<file path="config.mk">
export PLATFORM = sky130hd
export DESIGN_NAME = dual_path_bus_xcvr
export DESIGN_NICKNAME = d
export VERILOG_FILES = /design/src/rtl/xcvr_pkg.sv /design/src/rtl/strobe_edge_fsm.sv /design/src/rtl/hold_bank.sv /design/src/rtl/path_unit.sv /design/src/rtl/dual_path_bus_xcvr.sv
export SDC_FILE = /design/constraint.sdc
export NUM_CORES = 1
export LEC_CHECK = 0
export CAP_MARGIN = 10
export CORE_MARGIN = 5
export CORE_UTILIZATION = 30
export CTS_CLUSTER_DIAMETER = 60
export DETAILED_ROUTE_END_ITERATION = 16
export PLACE_DENSITY = 0.64
export SLEW_MARGIN = 20
export SYNTH_ARGS = -nofsm -noshare
export SYNTH_HDL_FRONTEND = slang
export SYNTH_SLANG_ARGS = --single-unit
</file>
<file path="constraint.sdc">
create_clock -name clk -period 2.11 [get_ports clk]
set_clock_uncertainty 0.05 [all_clocks]
set_input_delay 0.633 -clock clk [delete_from_list [all_inputs] [get_ports clk]]
set_output_delay 0.633 -clock clk [all_outputs]
set_load 0.05 [all_outputs]
</file>
<file path="src/rtl/xcvr_pkg.sv">
package xcvr_pkg;
    localparam int unsigned XCVR_WIDTH = 18;

    typedef enum logic {
        STB_LOW  = 1'b0,
        STB_HIGH = 1'b1
    } stb_state_e;
endpackage

</file>
<file path="src/rtl/strobe_edge_fsm.sv">
module strobe_edge_fsm
    import xcvr_pkg::*;
(
    input  logic clk,
    input  logic rst_n,
    input  logic strobe,
    output logic rise
);
    stb_state_e state_q;
    stb_state_e state_d;

    always_ff @(posedge clk or negedge rst_n) begin
        if (!rst_n) begin
            state_q <= STB_HIGH;
        end else begin
            state_q <= state_d;
        end
    end

    always_comb begin
        state_d = state_q;
        rise    = 1'b0;
        unique case (state_q)
            STB_LOW: begin
                if (strobe) begin
                    state_d = STB_HIGH;
                    rise    = 1'b1;
                end
            end
            STB_HIGH: begin
                if (!strobe) begin
                    state_d = STB_LOW;
                end
            end
            default: state_d = STB_HIGH;
        endcase
    end

    AST_EDGE_SINGLE: assert property (@(posedge clk) disable iff (!rst_n)
        rise |=> !rise) else $error("double rise");
endmodule

</file>
<file path="src/rtl/hold_bank.sv">
module hold_bank #(
    parameter int unsigned WIDTH = 18
) (
    input  logic             clk,
    input  logic             rst_n,
    input  logic [WIDTH-1:0] din,
    input  logic             le,
    input  logic             ce_n,
    input  logic             rise,
    output logic [WIDTH-1:0] dout
);
    logic [WIDTH-1:0] store_q;
    logic             load;

    assign load = le || (rise && !ce_n);

    always_ff @(posedge clk or negedge rst_n) begin
        if (!rst_n) begin
            store_q <= '0;
        end else if (load) begin
            store_q <= din;
        end
    end

    assign dout = le ? din : store_q;

    AST_LOAD_OPEN: assert property (@(posedge clk) disable iff (!rst_n)
        le |=> (store_q == $past(din))) else $error("open load");
    AST_CAPTURE_EDGE: assert property (@(posedge clk) disable iff (!rst_n)
        (!le && !ce_n && rise) |=> (store_q == $past(din))) else $error("capture");
    AST_INHIBIT_HOLD: assert property (@(posedge clk) disable iff (!rst_n)
        (!le && ce_n) |=> $stable(store_q)) else $error("inhibit");
    AST_NO_EDGE_HOLD: assert property (@(posedge clk) disable iff (!rst_n)
        (!le && !rise) |=> $stable(store_q)) else $error("hold");
endmodule

</file>
<file path="src/rtl/path_unit.sv">
module path_unit #(
    parameter int unsigned WIDTH = 18
) (
    input  logic             clk,
    input  logic             rst_n,
    input  logic [WIDTH-1:0] src,
    input  logic             le,
    input  logic             ce_n,
    input  logic             strobe,
    output logic [WIDTH-1:0] value
);
    logic rise;

    strobe_edge_fsm u_edge (
        .clk    (clk),
        .rst_n  (rst_n),
        .strobe (strobe),
        .rise   (rise)
    );

    hold_bank #(.WIDTH(WIDTH)) u_bank (
        .clk   (clk),
        .rst_n (rst_n),
        .din   (src),
        .le    (le),
        .ce_n  (ce_n),
        .rise  (rise),
        .dout  (value)
    );
endmodule

</file>
<file path="src/rtl/dual_path_bus_xcvr.sv">
module dual_path_bus_xcvr
    import xcvr_pkg::*;
#(
    parameter int unsigned WIDTH = XCVR_WIDTH
) (
    input  logic             clk,
    input  logic             rst_n,
    input  logic [WIDTH-1:0] a_in,
    input  logic             ab_oe_n,
    input  logic             ab_ce_n,
    input  logic             ab_le,
    input  logic             ab_strobe,
    output logic [WIDTH-1:0] b_pull_low,
    input  logic [WIDTH-1:0] b_in,
    input  logic             ba_oe_n,
    input  logic             ba_ce_n,
    input  logic             ba_le,
    input  logic             ba_strobe,
    output logic [WIDTH-1:0] a_out,
    output logic             a_out_en
);
    logic [WIDTH-1:0] ab_val;
    logic [WIDTH-1:0] ba_val;

    path_unit #(.WIDTH(WIDTH)) u_ab (
        .clk    (clk),
        .rst_n  (rst_n),
        .src    (a_in),
        .le     (ab_le),
        .ce_n   (ab_ce_n),
        .strobe (ab_strobe),
        .value  (ab_val)
    );

    path_unit #(.WIDTH(WIDTH)) u_ba (
        .clk    (clk),
        .rst_n  (rst_n),
        .src    (b_in),
        .le     (ba_le),
        .ce_n   (ba_ce_n),
        .strobe (ba_strobe),
        .value  (ba_val)
    );

    for (genvar i = 0; i < WIDTH; i++) begin : g_open_drain
        assign b_pull_low[i] = !ab_oe_n && !ab_val[i];
    end

    assign a_out    = ba_val;
    assign a_out_en = !ba_oe_n;

    AST_B_RELEASED_OFF: assert property (@(posedge clk) disable iff (!rst_n)
        ab_oe_n |-> (b_pull_low == '0)) else $error("b not released");
    AST_B_FOLLOWS_OPEN: assert property (@(posedge clk) disable iff (!rst_n)
        (!ab_oe_n && ab_le) |-> (b_pull_low == ~a_in)) else $error("b open");
    AST_A_FOLLOWS_OPEN: assert property (@(posedge clk) disable iff (!rst_n)
        ba_le |-> (a_out == b_in)) else $error("a open");
endmodule

</file>
==> Word-level counts from Yosys, hierarchy flattened <==
Index checks and enable logic that the tools add are counted.
{ "word_totals": {"output_inout_bits": 37, "elab_cells": 54, "reg_bits": 38} }
{ "classes": {"muxes": 6, "reduce_logical": 44} }
{ "op_table": {"columns": ["cell", "count"], "rows": [
  ["18-bit 2-to-1 mux", 2],
  ["1-bit zero test", 22],
  ["1-bit logical AND", 20],
  ["1-bit 2-to-1 mux", 4],
  ["1-bit logical OR", 2]
]} }

==> Depth between registers and ports, before layout <==
{ "depth": {"depth_word": 4, "ltp_mapped": 5} }

==> By module <==
Synthesis repeated with hierarchy kept, for this count alone.
{ "hier_totals": {"cells_unflattened": 143, "hier_area_um2": 2077.0} }
{ "by_module_without_submodules": {"columns": ["module", "instances", "cells_each", "seq_area_each_um2", "area_each_um2"], "rows": [
  ["hold_bank", 2, 59, 450.4, 949.7],
  ["dual_path_bus_xcvr", 1, 21, 0.0, 97.6],
  ["strobe_edge_fsm", 2, 2, 26.3, 40.0]
]} }

==> Worst setup path after synthesis <==
No wires, ideal clock.
{ "synth_timing": {"kind": "input-to-output", "from": "in ba_le", "to": "out a_out[0]", "slack_ns": -0.178, "stages": 5, "arrival_time_ns": 1.605, "path_buffers": 3, "path_cell_list": "clkbuf_1 -> buf_2 -> buf_2 -> nand2_1 -> nand2_1"} }
{ "synth_between": {"elab_chain_cells": 1} }
{ "synth_rtl": {"columns": ["element", "line", "text"], "rows": [
  ["start: declaration", "dual_path_bus_xcvr.sv:17", "input logic ba_le,"],
  ["18-bit 2-to-1 mux", "hold_bank.sv:25", "assign dout = le ? din : store_q;"],
  ["end: declaration", "dual_path_bus_xcvr.sv:19", "output logic [WIDTH-1:0] a_out,"]
]} }
No other way between the ends.

==> Worst setup path after layout <==
{ "layout_timing": {"from": "in ab_le", "to": "out b_pull_low[3]"} }
{ "layout_between": {"elab_chain_cells": 3} }
{ "layout_rtl": {"columns": ["element", "line", "text"], "rows": [
  ["start: declaration", "dual_path_bus_xcvr.sv:11", "input logic ab_le,"],
  ["18-bit 2-to-1 mux", "hold_bank.sv:25", null],
  ["1-bit zero test", "dual_path_bus_xcvr.sv:46", "assign b_pull_low[i] = !ab_oe_n && !ab_val[i];"],
  ["1-bit logical AND", "dual_path_bus_xcvr.sv:46", null],
  ["end: declaration", "dual_path_bus_xcvr.sv:13", "output logic [WIDTH-1:0] b_pull_low,"]
]} }
No other way between the ends.

==> summary.txt <==
Yosys
  – Fraction of synthesized cell area taken by the top area cell type: 38.2%
  – Commonest cells in the synthesized netlist: 54 x sky130_fd_sc_hd__nand2_1, 36 x sky130_fd_sc_hd__dfrtp_1, 36 x sky130_fd_sc_hd__nand4bb_1, 19 x sky130_fd_sc_hd__inv_1
  – Yosys warnings: 0
  – Sequential share of the synthesized area: 40.4%
  – Async S/R FF share, synth: 100%
  – Number of nets produced by synthesis: 289
  – Number of synthesized flops with an enable pin: 0
  – Seq cells post-synth: 38
  – Largest area contributor in the synthesized netlist: sky130_fd_sc_hd__dfrtp_1
  – Distinct cell type count after synthesis: 15
  – Cell count after synthesis: 243
  – Biggest area contributors in the synthesized netlist: sky130_fd_sc_hd__dfrtp_1 38%, sky130_fd_sc_hd__nand4bb_1 17%, sky130_fd_sc_hd__nand2_1 8.6%, sky130_fd_sc_hd__o211a_1 7.6%, sky130_fd_sc_hd__o311ai_0 6.3%
  – Dominant register cell in the synthesized netlist: sky130_fd_sc_hd__dfrtp_1
  – Top-count cell post-synth: sky130_fd_sc_hd__nand2_1
  – Synth Area per Inst: 9.71 um^2
  – Post-synthesis instance area: 2360 um^2

Placed design
  – Worst slack after detailed placement: -0.370 ns
  – Area of placed instances: 3980 um^2
  – Count of port buffers added during placement: 82
  – RD Place Congestion: 0.767
  – Post-detailed-placement half-perimeter wirelength: 4860 um

Global route
  – Initial antenna violation count: 0
  – Wire length of the first global-routing pass: 13000 um
  – Maximum number of pins on one net before global-route repair: 22
  – Gr ovfl total: 0
  – Overall global routing resource usage: 16.1%
  – Number of global-route vias before repair: 2565

Setup path
  – Startpoint type of the worst setup path: input port
  – WP data required: 1.43 ns
  – Worst Reg2Reg Path Length in Cells: 2
  – Endpoint class of the critical path: primary output
  – Worst path cell trace: buf_2 -> bufbuf_16 -> o211a_2 -> buf_12
  – Maximum fanout encountered on the critical timing path: 18
  – Master of the slowest instance on the critical path: sky130_fd_sc_hd__bufbuf_16
  – Worst reg2reg path endpoint: u_ab.u_bank.store_q[14]$_DFFE_PN0P_
  – Critical path class: input port to primary output
  – Worst path buffer plus inverter count: 3
  – Dominant delay contributor by cell family on the critical path: buffers and inverters
  – Setup slack of the most critical reg-to-reg path: 0.54 ns
  – Max incr delay on CP: 0.30 ns
  – Data arrival at the endpoint of the critical path: 1.49 ns
  – Startpoint of the worst-slack reg-to-reg timing path: u_ab.u_edge.state_q$_DFF_PN1_

Route
  – Post-DR vias/cell: 5.18
  – Detail Route Antenna Nets: 0
  – Count of unresolved DRC violations after routing: 0
  – Routed len/inst: 16.6 um
  – Via Count: 2398
  – Detailed-routing iteration count for the pre-antenna-repair pass: 4
  – Number of violations reported at the end of detailed-routing iteration 0: 80
  – Wire length reported by the detailed router: 7680 um

Clocking
  – Clock tree from TritonCTS: done
  – Cts bufs inserted: 5
  – Root buffer selected by CTS: sky130_fd_sc_hd__clkbuf_8
  – Maximum level of the CTS H-tree: 2
  – TritonCTS Sinks: 38
  – Clock latency at the later pin of the worst-skew pair: 0.28 ns
  – Clock input transition at the sequential cells of the worst setup and hold paths: 0.08 ns
  – Maximum number of buffers from clock root to sink: 2

Cells and area
  – Layout cell share with drive strength beyond 1: 44.9%
  – Net total in the final layout: 407
  – Layout fillers: 662
  – Final design utilization: 58.4%
  – Ant diodes: 0
  – Final non-filler cell area: 4490 um^2
  – Area added between synthesis and finish: 90.3%
  – Footprint of the flip-flops and latches: 953 um^2
  – Area occupied by multi-input gates: 1540 um^2

STA
  – Final setup violation count: 6
  – Minimum clock period after layout: 2.17 ns
  – Worst Tran Pin Value: 0.699 ns
  – Pins over their slew limit: 0
  – Max-slew headroom: 53.4%
  – Final setup slack of the worst path: -0.0613 ns
  – Endpoints failing hold: 0
  – Maximum frequency from static timing analysis: 461 MHz
  – Sum Neg Setup Slack: -0.314 ns
  – Setup repair after global routing missed its margin: true
  – Post-Route Hold Slack: 0.235 ns
  – Share of the clock period used by the worst path after layout: 103%

Floorplan
  – Vertical extent of the die: 98.7 um
  – Die Area: 9740 um^2
  – Die W: 98.7 um
  – Starting Density: 30.7%
  – Cell Rows: 32
  – Num ports: 83
  – Placeable core region: 7690 um^2

Pwr
  – Leakage: 2.03 nW
  – Total power divided by cell area: 532 nW/um^2
  – Maximum ir drop on the vdd rail: 0.000265 V

Worst hold path
  – Hold/Removal Path Class: input port to asynchronous set/reset pin

Run status
  – Violations in the final reports: negative setup slack
  – Run status: finished with violations

Flow run
  – Max cap viols: 0
[cell families after synthesis]
family,synth area share [%]
compound gates,20.0
buf+inv,7.42
flops,40.4
simple gates,32.1
[worst max path at each step]
stage	from	end	slack, ns	cells past startpoint
global route	a_in[3]	b_pull_low[3]	-0.08	4
floorplan	ab_le	b_pull_low[0]	-0.02	3
detailed placement	ab_le	b_pull_low[4]	-0.37	5
finish	ab_le	b_pull_low[3]	-0.06	4
CTS	a_in[8]	b_pull_low[8]	-0.08	4
global placement	ab_le	b_pull_low[8]	-0.34	5
[through the flow]
step,cells,power (W)
finish,463,0.00239
global route,463,0.00251
CTS,463,0.00240
detailed placement,443,0.00183
global placement,443,0.00182
floorplan,243,0.00131
[routing by layer]
layer  wire length [um]  vias to the layer above  track usage (%)
li1                   -                     1133                -
met1               3230                     1184             20.5
met2               3820                       71             26.2
met3                538                       10             5.17
met4                 88                        0             4.73
met5                  0                        -                0
[power by group]
group / switching [W] / leakage (nW) / total, W / internal [W]
clock: 0.000248 / 0.0383 / 0.000476 / 0.000228
sequential: 0.0000350 / 0.454 / 0.000839 / 0.000804
combinational: 0.000535 / 1.54 / 0.00107 / 0.000538
total: 0.000818 / 2.03 / 0.00239 / 0.00157
[state kept, by name (all words and copies together) (netlist names)]
| name | cells |
|---|---|
| u_ba.u_edge.state_q | 1 |
| u_ab.u_edge.state_q | 1 |
| u_ba.u_bank.store_q | 18 |
| u_ab.u_bank.store_q | 18 |
[layout by cell type, fill, tap and decap left out]
cell type                          n
sky130_fd_sc_hd__nand2_4          10
sky130_fd_sc_hd__dfrtp_1          36
sky130_fd_sc_hd__clkinv_4          1
sky130_fd_sc_hd__nand2b_1         13
sky130_fd_sc_hd__o211a_2           1
sky130_fd_sc_hd__dlymetal6s2s_1   14
sky130_fd_sc_hd__buf_2             4
sky130_fd_sc_hd__buf_6             1
sky130_fd_sc_hd__nand2_2          28
sky130_fd_sc_hd__clkbuf_1          2
sky130_fd_sc_hd__nand4bb_1        36
sky130_fd_sc_hd__clkdlybuf4s50_1   6
sky130_fd_sc_hd__dlygate4sd2_1    21
sky130_fd_sc_hd__clkbuf_8          5
sky130_fd_sc_hd__nand2_1          16
sky130_fd_sc_hd__buf_4            40
sky130_fd_sc_hd__nor3b_4           2
sky130_fd_sc_hd__buf_12           42
sky130_fd_sc_hd__o311ai_0         17
sky130_fd_sc_hd__o211ai_1         18
sky130_fd_sc_hd__buf_16            2
sky130_fd_sc_hd__bufbuf_16         2
sky130_fd_sc_hd__inv_1            19
sky130_fd_sc_hd__dfstp_2           2
sky130_fd_sc_hd__o311ai_1          1
sky130_fd_sc_hd__o211a_4          17
sky130_fd_sc_hd__nand2b_4          5
[what timing repair did]
action                                  4_1_cts  5_1_grt
hold buffers                                  0        0
hold endpoints to repair                      0        0
endpoints found under the setup margin       36       24
cloned                                        4        0
pin swaps                                    14        5
gates resized for setup                      77       25
buffers inserted                              9        0
[cell type report]
class,instances,area share (%)
clock buffers,7,1.70
inverters,20,1.78
repair buffers,132,38.1
well taps,102,2.84
flip-flops and latches,38,21.2
multi-input cells,164,34.3
(Power assumes the default switching activity.)
